<file path="src/rtl/irq_entry_pkg.sv">
// Package: shared flag type for the interrupt entry sequencer.
// Assumes the flag word is ordered {mode, enable, carry}.
package irq_entry_pkg;

    typedef struct packed {
        logic sm;
        logic ie;
        logic c;
    } psw_t;

    localparam psw_t PSW_CLEAR = '{sm: 1'b0, ie: 1'b0, c: 1'b0};

endpackage

</file>
<file path="src/rtl/irq_boundary_gate.sv">
// Module: decides whether the current retiring instruction leaves a break
// at which an interrupt may be accepted.
// Assumes instructions are either one halfword or one word long, and that
// the caller gives the low address bits of the retiring instruction.
module irq_boundary_gate #(
    parameter int unsigned ADDR_W     = 32,
    parameter int unsigned WORD_BYTES = 4
) (
    input  logic                  retire_valid_i,
    input  logic [$clog2(WORD_BYTES)-1:0] pc_lo_i,
    input  logic                  len32_i,
    input  logic                  branch_i,
    input  logic [ADDR_W-1:0]     next_pc_i,
    output logic                  legal_o
);

    localparam int unsigned ALIGN_BITS = $clog2(WORD_BYTES);

    logic brk_aligned;
    logic start_aligned;
    logic short_block;

    // Classify the break and the retiring instruction.
    always_comb begin
        brk_aligned   = (next_pc_i[ALIGN_BITS-1:0] == '0);
        start_aligned = (pc_lo_i == '0);
        short_block   = !len32_i && start_aligned && !branch_i;
        legal_o       = retire_valid_i && brk_aligned && !short_block;
    end

endmodule

</file>
<file path="src/rtl/irq_pending_latch.sv">
// Module: remembers an interrupt request until it is taken.
// Assumes the request may drop before acceptance. Taking it clears the
// held copy.
module irq_pending_latch (
    input  logic clk,
    input  logic rst_n,
    input  logic req_i,
    input  logic take_i,
    output logic pend_o
);

    logic held_q;

    // Present a request that is either new this cycle or held from before.
    always_comb begin
        pend_o = held_q || req_i;
    end

    // Hold the request until the entry consumes it.
    always_ff @(posedge clk) begin
        if (!rst_n) begin
            held_q <= 1'b0;
        end else if (take_i) begin
            held_q <= 1'b0;
        end else begin
            held_q <= pend_o;
        end
    end

    // an entry is only taken while a request is outstanding
    a_r10_take_needs_pend: assert property (@(posedge clk) disable iff (!rst_n)
        take_i |-> pend_o);

endmodule

</file>
<file path="src/rtl/irq_entry_regs.sv">
// Module: status flags, backup flags, backup PC and fetch redirect.
// Does the whole entry in one edge. Assumes accept_i is only raised when
// the effective enable flag is 1.
module irq_entry_regs
    import irq_entry_pkg::*;
#(
    parameter int unsigned     ADDR_W     = 32,
    parameter int unsigned     WORD_BYTES = 4,
    parameter logic [ADDR_W-1:0] VEC_NORMAL = 'h0000_0080,
    parameter logic [ADDR_W-1:0] VEC_FLASH  = 'h0080_4000
) (
    input  logic              clk,
    input  logic              rst_n,
    input  logic              psw_load_i,
    input  psw_t              psw_new_i,
    input  logic              accept_i,
    input  logic              flash_i,
    input  logic [ADDR_W-1:0] brk_pc_i,
    output psw_t              eff_psw_o,
    output psw_t              psw_o,
    output psw_t              bpsw_o,
    output logic [ADDR_W-1:0] bpc_o,
    output logic              entry_o,
    output logic [ADDR_W-1:0] fetch_o
);

    localparam int unsigned ALIGN_BITS = $clog2(WORD_BYTES);

    psw_t              psw_q;
    psw_t              bpsw_q;
    logic [ADDR_W-1:0] bpc_q;
    logic [ADDR_W-1:0] fetch_q;
    logic              entry_q;
    logic [ADDR_W-1:0] vec_sel;

    // Flags in force at the break: a same-cycle load has already happened.
    always_comb begin
        eff_psw_o = psw_load_i ? psw_new_i : psw_q;
        vec_sel   = flash_i ? VEC_FLASH : VEC_NORMAL;
    end

    // Flag register: cleared on entry, otherwise follows the load port.
    always_ff @(posedge clk) begin
        if (!rst_n) begin
            psw_q <= PSW_CLEAR;
        end else if (accept_i) begin
            psw_q <= PSW_CLEAR;
        end else if (psw_load_i) begin
            psw_q <= psw_new_i;
        end
    end

    // Backup flags and backup PC: captured only on entry.
    always_ff @(posedge clk) begin
        if (!rst_n) begin
            bpsw_q <= PSW_CLEAR;
            bpc_q  <= '0;
        end else if (accept_i) begin
            bpsw_q <= eff_psw_o;
            bpc_q  <= {brk_pc_i[ADDR_W-1:ALIGN_BITS], {ALIGN_BITS{1'b0}}};
        end
    end

    // Fetch redirect and the entry pulse, the last step of the entry.
    always_ff @(posedge clk) begin
        if (!rst_n) begin
            fetch_q <= '0;
            entry_q <= 1'b0;
        end else begin
            entry_q <= accept_i;
            if (accept_i) begin
                fetch_q <= vec_sel;
            end
        end
    end

    assign psw_o   = psw_q;
    assign bpsw_o  = bpsw_q;
    assign bpc_o   = bpc_q;
    assign entry_o = entry_q;
    assign fetch_o = fetch_q;

    // flags read clear in the entry cycle
    a_r3_flags_clear: assert property (@(posedge clk) disable iff (!rst_n)
        entry_q |-> (psw_q == PSW_CLEAR));

    // the backed-up enable flag must have been 1
    a_r2_bie_set: assert property (@(posedge clk) disable iff (!rst_n)
        entry_q |-> bpsw_q.ie);

    // saved PC is word aligned
    a_r4_bpc_aligned: assert property (@(posedge clk) disable iff (!rst_n)
        entry_q |-> (bpc_q[ALIGN_BITS-1:0] == '0));

    // fetch address matches the mode seen at acceptance
    a_r6_vector: assert property (@(posedge clk) disable iff (!rst_n)
        entry_q |-> (fetch_q == ($past(flash_i) ? VEC_FLASH : VEC_NORMAL)));

    // a plain load lands in the flags and leaves the backups alone
    a_r13_load: assert property (@(posedge clk) disable iff (!rst_n)
        (psw_load_i && !accept_i) |=> ((psw_q == $past(psw_new_i)) && $stable(bpsw_q)));

endmodule

</file>
<file path="src/rtl/irq_entry_seq.sv">
// Module: top of the interrupt entry sequencer.
// Joins the break classifier, the pending request holder and the entry
// registers. Assumes one retiring instruction per cycle at most.
module irq_entry_seq
    import irq_entry_pkg::*;
#(
    parameter int unsigned       ADDR_W     = 32,
    parameter int unsigned       WORD_BYTES = 4,
    parameter logic [ADDR_W-1:0] VEC_NORMAL = 'h0000_0080,
    parameter logic [ADDR_W-1:0] VEC_FLASH  = 'h0080_4000
) (
    input  logic                          clk,
    input  logic                          rst_n,
    input  logic                          irq_req_i,
    input  logic                          retire_valid_i,
    input  logic [$clog2(WORD_BYTES)-1:0] retire_pc_lo_i,
    input  logic                          retire_len32_i,
    input  logic                          retire_branch_i,
    input  logic [ADDR_W-1:0]             next_pc_i,
    input  logic                          flash_pe_i,
    input  logic                          psw_load_i,
    input  logic [2:0]                    psw_new_i,
    output logic                          sm_o,
    output logic                          ie_o,
    output logic                          c_o,
    output logic                          bsm_o,
    output logic                          bie_o,
    output logic                          bc_o,
    output logic [ADDR_W-1:0]             bpc_o,
    output logic                          entry_o,
    output logic [ADDR_W-1:0]             fetch_addr_o
);

    logic legal;
    logic pend;
    logic accept;
    psw_t eff_psw;
    psw_t psw;
    psw_t bpsw;
    psw_t psw_new;

    assign psw_new = psw_t'(psw_new_i);

    irq_boundary_gate #(
        .ADDR_W     (ADDR_W),
        .WORD_BYTES (WORD_BYTES)
    ) u_gate (
        .retire_valid_i (retire_valid_i),
        .pc_lo_i        (retire_pc_lo_i),
        .len32_i        (retire_len32_i),
        .branch_i       (retire_branch_i),
        .next_pc_i      (next_pc_i),
        .legal_o        (legal)
    );

    irq_pending_latch u_pend (
        .clk    (clk),
        .rst_n  (rst_n),
        .req_i  (irq_req_i),
        .take_i (accept),
        .pend_o (pend)
    );

    // Accept a request at a legal break while the effective enable is set.
    always_comb begin
        accept = legal && pend && eff_psw.ie;
    end

    irq_entry_regs #(
        .ADDR_W     (ADDR_W),
        .WORD_BYTES (WORD_BYTES),
        .VEC_NORMAL (VEC_NORMAL),
        .VEC_FLASH  (VEC_FLASH)
    ) u_regs (
        .clk        (clk),
        .rst_n      (rst_n),
        .psw_load_i (psw_load_i),
        .psw_new_i  (psw_new),
        .accept_i   (accept),
        .flash_i    (flash_pe_i),
        .brk_pc_i   (next_pc_i),
        .eff_psw_o  (eff_psw),
        .psw_o      (psw),
        .bpsw_o     (bpsw),
        .bpc_o      (bpc_o),
        .entry_o    (entry_o),
        .fetch_o    (fetch_addr_o)
    );

    assign sm_o  = psw.sm;
    assign ie_o  = psw.ie;
    assign c_o   = psw.c;
    assign bsm_o = bpsw.sm;
    assign bie_o = bpsw.ie;
    assign bc_o  = bpsw.c;

    // every entry follows a retiring instruction
    a_r12_entry_at_retire: assert property (@(posedge clk) disable iff (!rst_n)
        entry_o |-> $past(retire_valid_i));

    // the break behind an entry was word aligned
    a_r7_break_aligned: assert property (@(posedge clk) disable iff (!rst_n)
        entry_o |-> ($past(next_pc_i[1:0]) == 2'b00));

    // a 16-bit non-branch from a word boundary never leads to entry
    a_r8_short_block: assert property (@(posedge clk) disable iff (!rst_n)
        (retire_valid_i && !retire_len32_i && !retire_branch_i && (retire_pc_lo_i == '0))
        |=> !entry_o);

endmodule

</file>
<file path="config.mk">
export PLATFORM = sky130hd
export DESIGN_NAME = irq_entry_seq
export DESIGN_NICKNAME = d
export VERILOG_FILES = /design/src/rtl/irq_entry_pkg.sv /design/src/rtl/irq_boundary_gate.sv /design/src/rtl/irq_pending_latch.sv /design/src/rtl/irq_entry_regs.sv /design/src/rtl/irq_entry_seq.sv
export SDC_FILE = /design/constraint.sdc
export NUM_CORES = 1
export LEC_CHECK = 0
export BUFFER_PORTS_ARGS = -buffer_cell sky130_fd_sc_hd__clkbuf_2
export CORE_ASPECT_RATIO = 1.75
export CORE_MARGIN = 2
export CORE_UTILIZATION = 43
export CTS_BUF_LIST = sky130_fd_sc_hd__clkbuf_8
export CTS_CLUSTER_SIZE = 16
export DETAILED_ROUTE_END_ITERATION = 8
export GPL_ROUTABILITY_DRIVEN = 1
export PLACE_DENSITY = 0.85
export SLEW_MARGIN = 20
export SYNTH_ARGS = -nofsm -noshare
export SYNTH_HDL_FRONTEND = slang
export SYNTH_HIERARCHICAL = 1
export SYNTH_SLANG_ARGS = --single-unit
</file>
<file path="constraint.sdc">
create_clock -name clk -period 1.4 [get_ports clk]
set_input_delay 0.14 -clock clk [delete_from_list [all_inputs] [get_ports clk]]
set_output_delay 0.14 -clock clk [all_outputs]
set_load 0.02 [all_outputs]
</file>
# After elaboration in Yosys (flattened, before gate mapping)
# Cells that the tools add are included.
# Widths: inputs -> output; s select.
dict set report classes {
  muxes 2
  n_bitwise 1
  n_reduce_logical 13
}
# cell count
set ops {}
lappend ops {{$mux 24} 1}
lappend ops {{$logic_and 1x1->1} 6}
lappend ops {{$logic_not 2->1} 2}
lappend ops {{$logic_not 1->1} 3}
lappend ops {{$mux 3} 1}
lappend ops {{$reduce_or 2->1} 1}
lappend ops {{$logic_or 1x1->1} 1}
lappend ops {{$not 1->1} 1}
dict set report totals {
  word_cells 26
  inputBits 45
  register_bits 70
  output_inout_bits 71
}

# Depth between registers and ports, before layout
dict set report logic_depth {
  ltp_word 8
  depth_mapped 7
  ltp_nobuf 5
}

# Hierarchy
# Netlist, hierarchy kept.
# mod instances seq_area_each_um2 cells_per_inst area_per_inst_um2
set by_module_without_submodules {}
lappend by_module_without_submodules {irq_entry_regs 1 780.7 161 1699.1}
lappend by_module_without_submodules {irq_pending_latch 1 20.0 3 35.0}
lappend by_module_without_submodules {irq_boundary_gate 1 0.0 2 15.0}
lappend by_module_without_submodules {irq_entry_seq 1 0.0 1 6.3}

# Worst setup path before layout
# Ideal clock, no wire load.
dict set report synth_path {
  path_kind {reg2reg}
  startpoint {register u_regs.psw_q, in the netlist u_regs/psw_o[1]}
  endpoint {register u_regs.bpc_q[10], in the netlist u_regs/bpc_o[10]}
  required_time_ns 1.284
  arrival_ns 1.288
  n_path_buf 2
  path_stages_with_launch 8
  period_less_slack_ns 1.404
  setup_slack_ns -0.004
  setup_ns 0.116
  path_cell_list {dfxtp_1 -> mux2i_1 -> inv_1 -> and3_1 -> buf_4 -> buf_6 -> mux2i_1 -> nor2b_1}
}
# item line_no
set synth_lines {}
lappend synth_lines {{start: declaration} irq_entry_regs.sv:29} ;# psw_t psw_q;
lappend synth_lines {{start signal: assignment} irq_entry_regs.sv:49} ;# psw_q <= psw_new_i;
lappend synth_lines {{end signal: assignment} irq_entry_regs.sv:60} ;# bpc_q <= {brk_pc_i[ADDR_W-1:ALIGN_BITS], {ALIGN_BITS{1'b0}}};
lappend synth_lines {{end: declaration} irq_entry_regs.sv:31} ;# logic [ADDR_W-1:0] bpc_q;

==> flow_summary_export.csv <==
group,metric,value,unit
timing,finalSetupTns,0,ns
die,fp.dieH,88.3,um
detailed_routing,num_vias,1286,
power,leakagePower,0.986,nW
critical_path,cp_max_fo,18,
layout,final_common_cell,"clkbuf_2",
global_route,grt_max_degree,39,
detailed_routing,drt-initial-drc-count,13,
critical_path,r2r-end,"u_regs/psw_o[1]$_SDFF_PP0_",
timing,finalCritPeriodShare,92.7,%
timing,fin_hold_ws,0.0575,ns
detailed_routing,wl_met3,289,um
placement,io_buffers,84,
clock_tree,cts_buffer_depth,2,
detailed_routing,wirelength,3150,um
layout,fill_cells,372,
power,power.density,965,nW/um^2
timing,drv_slew,0,
layout,n_antenna_cell,0,
hold_path,worstHoldStart,"flash_pe_i",
layout,drive_gt1_share,38.5,%
synthesis,syn_inst,165,
global_route,overflow,0,
layout,syn_to_final_growth,23.7,%
critical_path,start_kind,"register",
clock_tree,hold_buffers,0,
timing,setup_viol,0,
timing,skew,0.00167,ns
critical_path,cp.required,1.61,ns
timing,max_slew_margin,64.1,%
synthesis,syn-cell-area,1750,um^2
detailed_routing,firstDrtPassIters,4,
placement,hpwl,2460,um
outcome,status,"complete, no violations",
critical_path,crit_type,"register to register",
timing,tightest_slew,0.538,ns
clock_tree,cts_root_buf,"clkbuf_8",
clock_tree,clock_sinks,40,
hold_path,hold_path_depth,2,
detailed_routing,wl_met1,1100,um
critical_path,reg2reg_from,"u_regs/psw_o[1]$_SDFF_PP0_",
die,die-area,4610,um^2
hold_path,min-delay-path-class,"input pin to register",
critical_path,crit_start,"u_regs/psw_o[1]$_SDFF_PP0_",
clock_tree,clk_latency,0.28,ns
global_route,grt_pass1_vias,1125,
die,boundaryPins,116,
clock_tree,clkTransAtPathRegs,0.06,ns
synthesis,synth_area_per_cell,10.6,um^2
global_route,track_usage,13.8,%
clock_tree,post_cts_buffers,0,
synthesis,yosysWarnings,6,
placement,gp_congestion,0.726,
clock_tree,cts_buffers,5,
detailed_routing,via_per_inst,4.36,
die,num_rows,30,
critical_path,reg2reg_slack,0.10,ns
die,core,3900,um^2
global_route,grt_pass1_wl,4730,um
detailed_routing,wl_met2,1690,um
power,peakVddDrop,0.000659,V
die,die_w,52.2,um
detailed_routing,avgRoutedWirePerCell,10.7,um
hold_path,whs_endpoint,"u_regs/fetch_o[7]$_SDFFE_PN0P_",
timing,fin_crit,1.30,ns
detailed_routing,drc,0,
flow_run,cap_violations,0,
timing,rsz0062_at_grt,"no",
critical_path,critPathCaptureType,"register",
critical_path,rr_worst_depth,6,
layout,final_cell_mix,"clkbuf_2 (84), dfxtp_1 (39), mux2i_1 (33)",
clock_tree,cts_tree,"done",
timing,hold_viol_final,0,
power,fin_total_pwr,2.09,mW
layout,final_util,55.4,%
timing,max_freq,0.770,GHz
detailed_routing,highest_layer,"met4",
clock_tree,cts_htree_levels,2,
global_route,antenna_found_initial,0,
detailed_routing,ant_nets,0,
layout,final_nets,294,
critical_path,cp.arrival,1.51,ns
die,start_util,44.8,%
critical path: stages (launching register included):
cell and delay, ns:
dfxtp_2 0.33, mux2i_2 0.17, inv_1 0.06, and3_4 0.20, buf_12 0.16, nand2b_1 0.17
nor2_1 0.14
power breakdown:
part	internal, mW	switching (mW)
Combinational	0.102	0.163
Sequential	1.16	0.0102
Clock	0.321	0.330
Total	1.58	0.503
repair_timing:
action,CTS,global route
setup endpoints to repair,0,13
endpoints found under the hold margin,0,0
resized for setup,0,2
metrics by stage:
step	cell area [um^2]	cells	setup WS (ns)
after floorplan	1860	195	0.0508
after global placement	2090	290	-0.0204
after detailed placement	2090	290	-0.0346
after CTS	2150	295	0.0492
after global routing	2160	295	0.00984
final	2160	295	0.102
final cells by class:
cell class	instances	area [um^2]	area share, %
tap	48	60.1	2.78
timing repair buffer	87	468	21.6
clock buffer	5	68.8	3.18
inverter	1	3.75	0.174
multi-input combinational	114	759	35.1
sequential	40	802	37.1
routing by layer:
metal  vias to the layer above  global-route usage (%)
li1                        638                       -
met1                       567                    13.4
met2                        75                    25.4
met3                         6                    3.21
met4                         0                    8.39
met5                         -                       0
state kept, by name, summed over array words and instances, names as in the netlist:
signal / flops
u_regs/bpc_o: 30
u_regs/bpsw_o: 3
u_regs/psw_o: 3
u_regs/fetch_o: 2
u_pend/held_q: 1
u_regs/entry_o: 1
how the worst max path moves through the flow:
stage	cells after the start	slack (ns)	to
floorplan	7	0.05	u_regs/bpc_o[10]$_SDFFE_PN0P_
global placement	6	-0.02	u_regs/bpc_o[8]$_SDFFE_PN0P_
detailed placement	6	-0.03	u_regs/bpc_o[13]$_SDFFE_PN0P_
CTS	6	0.05	u_regs/psw_o[1]$_SDFF_PP0_
global route	6	0.01	u_regs/psw_o[1]$_SDFF_PP0_
finish	6	0.10	u_regs/psw_o[1]$_SDFF_PP0_
Power figures use the tool's default switching activity.
